$ cat src/rtl/ptw_pkg.sv
package ptw_pkg;

  typedef enum logic [1:0] {
    ENT_INVALID = 2'd0,
    ENT_PTR     = 2'd1,
    ENT_LEAF    = 2'd2,
    ENT_RSVD    = 2'd3
  } ent_kind_e;

  typedef enum logic {
    WS_IDLE = 1'b0,
    WS_WAIT = 1'b1
  } walk_state_e;

  localparam logic [1:0] LVL_CTX  = 2'd0;
  localparam logic [1:0] LVL_LAST = 2'd3;

endpackage

$ cat src/rtl/ptw_entry_decode.sv
module ptw_entry_decode
  import ptw_pkg::*;
#(
  parameter int W = 32
) (
  input  logic [W-1:0]   entry,
  output ent_kind_e      kind,
  output logic [W-1:0]   next_base
);
  // Kind lives in the two low bits; a pointer is word aligned.
  assign kind      = ent_kind_e'(entry[1:0]);
  assign next_base = {entry[W-1:2], 2'b00};
endmodule

$ cat src/rtl/ptw_addr_gen.sv
module ptw_addr_gen #(
  parameter int W      = 32,
  parameter int CTX_W  = 4,
  parameter int OFF_W  = 12,
  parameter int IDX1_W = 8,
  parameter int IDX2_W = 6,
  parameter int IDX3_W = 6
) (
  input  logic [W-1:0]       base,
  input  logic [W-1:OFF_W]   vpn,
  input  logic [CTX_W-1:0]   ctx,
  input  logic [1:0]         level,
  output logic [W-1:0]       addr
);
  localparam int L3_LSB = OFF_W;
  localparam int L2_LSB = L3_LSB + IDX3_W;
  localparam int L1_LSB = L2_LSB + IDX2_W;

  logic [W-1:0] idx_ext;

  always_comb begin
    unique case (level)
      2'd0:    idx_ext = W'(ctx);
      2'd1:    idx_ext = W'(vpn[L1_LSB +: IDX1_W]);
      2'd2:    idx_ext = W'(vpn[L2_LSB +: IDX2_W]);
      default: idx_ext = W'(vpn[L3_LSB +: IDX3_W]);
    endcase
    addr = base + (idx_ext << 2);
  end
endmodule

$ cat src/rtl/ptw_paddr_merge.sv
module ptw_paddr_merge #(
  parameter int W      = 32,
  parameter int OFF_W  = 12,
  parameter int IDX2_W = 6,
  parameter int IDX3_W = 6
) (
  input  logic [W-1:0] leaf,
  input  logic [W-1:0] vaddr,
  input  logic [1:0]   level,
  output logic [W-1:0] paddr
);
  localparam int L3_LSB = OFF_W;
  localparam int L2_LSB = L3_LSB + IDX3_W;
  localparam int L1_LSB = L2_LSB + IDX2_W;

  // One pass-through mask per leaf level, built from the field widths.
  logic [W-1:0] lvl_mask [1:3];
  for (genvar g = 1; g <= 3; g++) begin : g_mask
    localparam int LSB = (g == 1) ? L1_LSB : ((g == 2) ? L2_LSB : L3_LSB);
    assign lvl_mask[g] = (W'(1) << LSB) - W'(1);
  end

  logic [W-1:0] mask;
  always_comb begin
    unique case (level)
      2'd1:    mask = lvl_mask[1];
      2'd2:    mask = lvl_mask[2];
      default: mask = lvl_mask[3];
    endcase
    paddr = (leaf & ~mask) | (vaddr & mask);
  end
endmodule

$ cat src/rtl/ptw_walker.sv
module ptw_walker
  import ptw_pkg::*;
#(
  parameter int CTX_W  = 4,
  parameter int IDX1_W = 8,
  parameter int IDX2_W = 6,
  parameter int IDX3_W = 6,
  parameter int OFF_W  = 12
) (
  input  logic                                   clk,
  input  logic                                   rst,
  input  logic                                   req_valid,
  output logic                                   req_ready,
  input  logic [IDX1_W+IDX2_W+IDX3_W+OFF_W-1:0]  req_vaddr,
  input  logic [CTX_W-1:0]                       req_ctx,
  input  logic [IDX1_W+IDX2_W+IDX3_W+OFF_W-1:0]  ctx_base,
  output logic                                   mem_req_valid,
  output logic [IDX1_W+IDX2_W+IDX3_W+OFF_W-1:0]  mem_req_addr,
  input  logic                                   mem_rsp_valid,
  input  logic [IDX1_W+IDX2_W+IDX3_W+OFF_W-1:0]  mem_rsp_data,
  output logic                                   done_valid,
  output logic [IDX1_W+IDX2_W+IDX3_W+OFF_W-1:0]  done_pte,
  output logic [IDX1_W+IDX2_W+IDX3_W+OFF_W-1:0]  done_paddr,
  output logic [1:0]                             done_level,
  output logic                                   fault_valid,
  output logic [1:0]                             fault_level
);
  localparam int W = IDX1_W + IDX2_W + IDX3_W + OFF_W;

  walk_state_e  state;
  logic [1:0]   lvl;
  logic [W-1:0] va_q;

  ent_kind_e    kind;
  logic [W-1:0] next_base;
  logic [W-1:0] gen_base;
  logic [W-1:0] gen_vaddr;
  logic [1:0]   gen_lvl;
  logic [W-1:0] gen_addr;
  logic [W-1:0] leaf_paddr;

  assign req_ready = (state == WS_IDLE);

  // Idle: first read comes from the context table; waiting: next table.
  assign gen_base  = req_ready ? ctx_base  : next_base;
  assign gen_vaddr = req_ready ? req_vaddr : va_q;
  assign gen_lvl   = req_ready ? LVL_CTX   : lvl + 2'd1;

  ptw_entry_decode #(.W(W)) u_dec (
    .entry     (mem_rsp_data),
    .kind      (kind),
    .next_base (next_base)
  );

  ptw_addr_gen #(
    .W(W), .CTX_W(CTX_W), .OFF_W(OFF_W),
    .IDX1_W(IDX1_W), .IDX2_W(IDX2_W), .IDX3_W(IDX3_W)
  ) u_agen (
    .base  (gen_base),
    .vpn   (gen_vaddr[W-1:OFF_W]),
    .ctx   (req_ctx),
    .level (gen_lvl),
    .addr  (gen_addr)
  );

  ptw_paddr_merge #(
    .W(W), .OFF_W(OFF_W), .IDX2_W(IDX2_W), .IDX3_W(IDX3_W)
  ) u_merge (
    .leaf  (mem_rsp_data),
    .vaddr (va_q),
    .level (lvl),
    .paddr (leaf_paddr)
  );

  always_ff @(posedge clk) begin
    if (rst) begin
      state         <= WS_IDLE;
      lvl           <= LVL_CTX;
      va_q          <= '0;
      mem_req_valid <= 1'b0;
      mem_req_addr  <= '0;
      done_valid    <= 1'b0;
      done_pte      <= '0;
      done_paddr    <= '0;
      done_level    <= '0;
      fault_valid   <= 1'b0;
      fault_level   <= '0;
    end else begin
      mem_req_valid <= 1'b0;
      done_valid    <= 1'b0;
      fault_valid   <= 1'b0;
      unique case (state)
        WS_IDLE: begin
          if (req_valid) begin
            va_q          <= req_vaddr;
            lvl           <= LVL_CTX;
            mem_req_valid <= 1'b1;
            mem_req_addr  <= gen_addr;
            state         <= WS_WAIT;
          end
        end
        WS_WAIT: begin
          if (mem_rsp_valid) begin
            unique case (kind)
              ENT_PTR: begin
                if (lvl == LVL_LAST) begin
                  fault_valid <= 1'b1;
                  fault_level <= lvl;
                  state       <= WS_IDLE;
                end else begin
                  lvl           <= lvl + 2'd1;
                  mem_req_valid <= 1'b1;
                  mem_req_addr  <= gen_addr;
                end
              end
              ENT_LEAF: begin
                if (lvl == LVL_CTX) begin
                  fault_valid <= 1'b1;
                  fault_level <= lvl;
                end else begin
                  done_valid <= 1'b1;
                  done_pte   <= mem_rsp_data;
                  done_paddr <= leaf_paddr;
                  done_level <= lvl;
                end
                state <= WS_IDLE;
              end
              default: begin
                fault_valid <= 1'b1;
                fault_level <= lvl;
                state       <= WS_IDLE;
              end
            endcase
          end
        end
        default: state <= WS_IDLE;
      endcase
    end
  end
endmodule

$ cat config.mk
export PLATFORM = sky130hd
export DESIGN_NAME = ptw_walker
export DESIGN_NICKNAME = d
export VERILOG_FILES = /design/src/rtl/ptw_pkg.sv /design/src/rtl/ptw_entry_decode.sv /design/src/rtl/ptw_addr_gen.sv /design/src/rtl/ptw_paddr_merge.sv /design/src/rtl/ptw_walker.sv
export SDC_FILE = /design/constraint.sdc
export NUM_CORES = 1
export LEC_CHECK = 0
export BUFFER_PORTS_ARGS = -buffer_cell sky130_fd_sc_hd__buf_2
export CORE_MARGIN = 3
export CORE_UTILIZATION = 45
export CTS_CLUSTER_DIAMETER = 60
export DETAILED_ROUTE_END_ITERATION = 10
export GPL_ROUTABILITY_DRIVEN = 1
export PLACE_DENSITY_LB_ADDON = 0.1
export SKIP_LAST_GASP = 1
export SLEW_MARGIN = 20
export SYNTH_ARGS = -nofsm -noshare
export SYNTH_HDL_FRONTEND = slang
export SYNTH_SLANG_ARGS = --single-unit
$ cat constraint.sdc
create_clock -name clk -period 5.1 [get_ports clk]
set_input_delay 0.255 -clock clk [delete_from_list [all_inputs] [get_ports clk]]
set_output_delay 0.255 -clock clk [all_outputs]
set_load 0.03 [all_outputs]
== Yosys cells after proc, flatten, opt, wreduce, memory -nomap -nowiden ==
Cells that the tools add are included.

* Logic and storage cells: 71
* Output and inout port bits: 104
* Register bits: 138
* Input bits: 104

* Reduce and logical (&&, ||, !) cells: 8
* Bitwise operators: 8
* Eq/ne operators: 13
* $add $sub $neg: 2
* Multiplexer cells: 29

{| class="wikitable"
|+ Operators with widths
! kind !! count
|-
| two-way mux 32 bit || 6
|-
| case mux 32 bit (2 select lines) || 1
|-
| case mux 24 bit (2 select lines) || 1
|-
| adder 32 x 10 -> 32 bit || 1
|-
| AND 32 x 24 -> 32 bit || 1
|-
| AND 32 bit || 1
|-
| inverter 24 -> 32 bit || 1
|-
| bitwise OR 32 bit || 1
|-
| case mux 8 bit (3 select lines) || 1
|-
| two-way mux 2 bit || 7
|-
| AND reduction 4 bit || 3
|-
| inequality test 2 bit (second input constant) || 5
|-
| == test 2 bit (second input constant) || 4
|-
| two-way mux 1 bit || 8
|-
| case mux 2 bit (2 select lines) || 2
|-
| == test 2 x 1 -> 1 bit (second input constant) || 3
|-
| case mux 1 bit (2 select lines) || 3
|-
| logical NOT 2 bit || 2
|-
| inverter 1 bit || 4
|-
| OR reduction 4 bit || 1
|-
| OR reduction 3 bit || 1
|-
| adder 2 x 1 -> 2 bit (second input constant) || 1
|-
| inequality test 2 x 1 -> 1 bit (second input constant) || 1
|-
| AND reduction 2 bit || 1
|}

== Logic depth before layout (Yosys ltp) ==
* Depth in word-level cells: 9
* Mapped depth: 18
* Depth with buffers taken out: 14

== Hierarchy ==
Synthesis repeated with hierarchy kept, for this count alone.

* Cell total of the unflattened synthesis: 856
* Area total of the unflattened synthesis: 7,179.4 µm²

{| class="wikitable"
|+ Modules (own cells, without submodules)
! module !! times used !! area an instance (µm²) !! seq. area each (µm²) !! cells each
|-
| ptw_walker || 1 || 5,626.6 || 2,762.6 || 676
|-
| ptw_addr_gen || 1 || 924.6 || 0.0 || 109
|-
| ptw_paddr_merge || 1 || 369.1 || 0.0 || 36
|-
| ptw_entry_decode || 1 || 259.0 || 0.0 || 35
|}

== Worst setup path after synthesis ==
Ideal clock, no wire load.

* Kind: flip-flop to flip-flop
* Start: register lvl[0]
* End: register mem_req_addr[18]
* Arrival time: 3.892 ns
* Clock period less this slack: 3.977 ns
* Stages on the path, launching flop included: 18
* Setup slack: 1.123 ns
* Required time: 5.014 ns
* Setup time: 0.086 ns
* Path buffers: 4
* Path through: dfxtp_1 clkbuf_1 clkbuf_1 inv_1 ha_1 clkbuf_1 clkbuf_1 a21oi_1 o22ai_1 a21oi_1 ha_1 fa_1 a211oi_1 o21ai_1 nand4_2 nor3_1 xor2_1 a211oi_1

* Word-level cells in the longest chain between the ends: 9
* Elaborated cells between the ends (all ways): 15
* Classes of those cells: add/sub: 2; eq/ne: 4; mux: 7; reduce/logical: 2

{| class="wikitable"
|+ Ends and longest elaborated chain
! item !! line !! source
|-
| from (decl) || ptw_walker.sv:31 || <nowiki>logic [1:0] lvl;</nowiki>
|-
| from (signal assigned) || ptw_walker.sv:111 || <nowiki>lvl <= lvl + 2'd1;</nowiki>
|-
| adder 2 x 1 -> 2 bit || ptw_walker.sv:47 || <nowiki>assign gen_lvl = req_ready ? LVL_CTX : lvl + 2'd1;</nowiki>
|-
| two-way mux 2 bit || ptw_walker.sv:47 ||
|-
| == test 2 bit (tied with other cells) || ptw_addr_gen.sv:22 || <nowiki>unique case (level)</nowiki>
|-
| case mux 8 bit (3 select lines) || ptw_addr_gen.sv:22 ||
|-
| adder 32 x 10 -> 32 bit || ptw_addr_gen.sv:28 || <nowiki>addr = base + (idx_ext << 2);</nowiki>
|-
| two-way mux 32 bit || ptw_walker.sv:106 || <nowiki>if (lvl == LVL_LAST) begin</nowiki>
|-
| two-way mux 32 bit || ptw_walker.sv:104 || <nowiki>unique case (kind)</nowiki>
|-
| two-way mux 32 bit || ptw_walker.sv:103 || <nowiki>if (mem_rsp_valid) begin</nowiki>
|-
| case mux 32 bit (2 select lines) || ptw_walker.sv:92 || <nowiki>unique case (state)</nowiki>
|-
| to (signal assigned) || ptw_walker.sv:98 || <nowiki>mem_req_addr <= gen_addr;</nowiki>
|-
| to (signal assigned) || ptw_walker.sv:113 || <nowiki>mem_req_addr <= gen_addr;</nowiki>
|-
| to (decl) || ptw_walker.sv:18 || <nowiki>output logic [IDX1_W+IDX2_W+IDX3_W+OFF_W-1:0] mem_req_addr,</nowiki>
|}

Several ways; a longest one is shown, not always the timed one. The select of a mux whose other input is x is not followed.
A chain may end at the register's enable or synchronous reset.

== Worst setup path in the final report ==
* Start: register lvl[0]
* End: register mem_req_addr[28]

Same word-level chain as after synthesis.

==> flow_summary.toml <==
[clocking]
cts_hold_buffers = 0
cts_tree = "yes"
path_clk_slew_ps = 60
root_buffer = "clkbuf_16"
htreeDepth = 4
ctsResizeCount = 0
cts_buffer_depth = 2
insertion_delay_ps = 420
postCtsSetupRepairBufs = 0
numCtsBuffers = 17
cts.sinks = 130

[setup_path]
ff2ff_setup_slack_ps = 920
crit_path_start = "lvl[0]"
required_ps = 5430
reg2reg_from = "lvl[0]"
ff2ff_path_depth = 15
start_kind = "flip-flop"
path_class = "reg2reg"
end_kind = "flip-flop"
critPathMaxFanout = 27
r2r_end = "mem_req_addr[28]"
crit_arrival_ps = 4500
crit_end = "mem_req_addr[28]"

[sta]
setup-violations-final = 0
worst_pin_slew_ps = 1050
max_slew_margin = 0.301
max_freq_mhz = 239
hold_violations = 0
fin_ws_ps = 923
post-route-period-util = 0.819
holdWs_ps = 66.6
fin_crit_ps = 4180
skew_ps = 5.56
rsz0062_at_grt = "no"
drv_slew = 0
finalSetupTns_ps = 0

[die]
die-area_mm2 = 0.0154
rows = 42
start_util = 0.466
die_height_um = 124
io_pins = 208
die_w_um = 124
core_area_mm2 = 0.0135

[run]
max_cap_violations = 0

[synthesis]
syn-num-nets = 913
synth.area.top_cells = "dfxtp_1, nand2_1, a21oi_1"
synth_edf_count = 0
synth_seq_area_share = 0.415
ys_types = 58
synth_cells = 795
synth_top_area_share = 0.415
ys_warn_count = 0
async_flop_share = 0
ys_seq_elements = 130
netlist_area_mm2 = 0.00627
ys.flop_type = "dfxtp_1"
yosysTopAreaCell = "dfxtp_1"
avgSynthCellArea_um2 = 7.89

[route]
route.detailed.drc = 0
vias_per_cell = 5.38
vias = 6215
wl_mm = 19.5
drtAntennaViolNets = 0
drt_iter0_drc = 464
wl_per_cell_um = 16.9
firstDrtPassIters = 5

[layout]
nets = 1084
layout_commonest_cell = "nand2_1"
register_area_mm2 = 0.00260
most-common-layout-cells = "nand2_1, buf_2, dfxtp_1"
drive_gt1_frac = 0.275
area_growth_pct = 26.2
fillers = 1296
multi_input_area_mm2 = 0.00336

[place]
hpwlAfterDp_mm = 13.8
place_congestion = 0.879
io_buffer_count = 207
place_ws_ps = 1110

[global_routing]
grt_pass1_vias = 5514
track_usage = 0.249
antenna_found_initial = 1
grt_max_degree = 80
grt_pass1_wl_mm = 29.5
gr-total-overflow = 0

[pwr]
ir_worst_vdd_mv = 0.204
swShare = 0.268
pwr-share-seq = 0.397
p_clk_frac = 0.459
powerDensity_mw_per_mm2 = 345
p_leak_nw = 3.38
power_frac_comb = 0.144
power.internal_mw = 2.00
p_switching_mw = 0.732

[worst_hold_path]
min-delay-path-class = "in2reg"

[run_status]
status = "complete, no violations"
## routing by layer
| layer | track usage | share of wire | vias up |
|---|---|---|---|
| li1 | - | - | 3098 |
| met1 | 0.340 | 0.45 | 2886 |
| met2 | 0.376 | 0.46 | 205 |
| met3 | 0.0777 | 0.078 | 26 |
| met4 | 0.0808 | 0.017 | 0 |
| met5 | 0 | 0 | - |
## power groups by stage
| stage | registers, mW | logic (mW) | clock network (mW) |
|---|---|---|---|
| global placement | 1.11 | 0.390 | 0 |
| global route | 1.09 | 0.432 | 1.32 |
| floorplan | 1.14 | 0.218 | 0 |
| detailed placement | 1.11 | 0.391 | 0 |
| finish | 1.08 | 0.394 | 1.25 |
| CTS | 1.08 | 0.393 | 1.27 |
## worst min path at each step
| stage | from | end | slack [ps] | cells after the start |
|---|---|---|---|---|
| finish | req_vaddr[4] | va_q[4] | 70 | 3 |
| global route | req_vaddr[3] | va_q[3] | 60 | 3 |
| CTS | ctx_base[0] | mem_req_addr[0] | 50 | 3 |
| detailed placement | mem_req_addr[6] | mem_req_addr[6] | 440 | 2 |
| global placement | mem_req_addr[8] | mem_req_addr[8] | 440 | 2 |
| floorplan | req_vaddr[30] | va_q[30] | 390 | 2 |
## critical path, cell delays in order (launching register included)
cell and delay [ps]:
dfxtp_1 300, buf_4 220, inv_1 70, ha_1 810, nor2_1 110, o21ai_0 190
a21oi_1 90, a21oi_1 160, ha_1 200, fa_1 240, a211oi_1 130, o21ai_1 380
nand4_2 370, nor4_1 510, nand4_1 170, o221ai_1 120
## cell type report
cell class,count,area share
diodes,2,0.000632
clock buffers,21,0.0594
clock inverters,10,0.0167
inverters,9,0.00427
multi-input cells,593,0.424
flip-flops and latches,130,0.329
well taps,176,0.0278
repair buffers,215,0.139
## kinds of logic after synthesis
group / count (synthesis) / synth area share
compound gates: 191 / 0.181
flops: 130 / 0.415
fa+ha+maj: 14 / 0.0291
simple gates: 335 / 0.237
mux: 39 / 0.0642
xor+xnor: 14 / 0.0195
buf+inv: 72 / 0.0544
## per-stage QoR
step	power, mW	std cells	area (um^2)	util
after detailed placement	1.50	1123	7300	0.543
after floorplan	1.36	795	6270	-
after global placement	1.49	1123	7300	0.543
final	2.73	1156	7920	0.589
after global routing	2.84	1155	7920	0.589
after CTS	2.75	1154	7910	0.588
## Yosys cell counts (7+ instances only)
library cell / number
a21oi_1: 116
o21ai_0: 12
nand2_1: 214
buf_4: 12
inv_1: 8
a31oi_1: 8
xnor2_1: 7
nand3_1: 25
a211oi_1: 13
nor3_1: 8
ha_1: 13
xor2_1: 7
dfxtp_1: 130
nor2_1: 35
clkbuf_1: 35
mux2i_1: 29
nand2b_1: 7
and3_1: 8
mux2_2: 10
buf_2: 9
## registers in the layout, indices dropped and copies added, names as in the netlist
register       count
va_q              32
state              1
done_pte          32
mem_req_addr      32
fault_level        2
done_paddr        24
done_level         2
fault_valid        1
lvl                2
mem_req_valid      1
done_valid         1
Power figures use the tool's default switching activity.
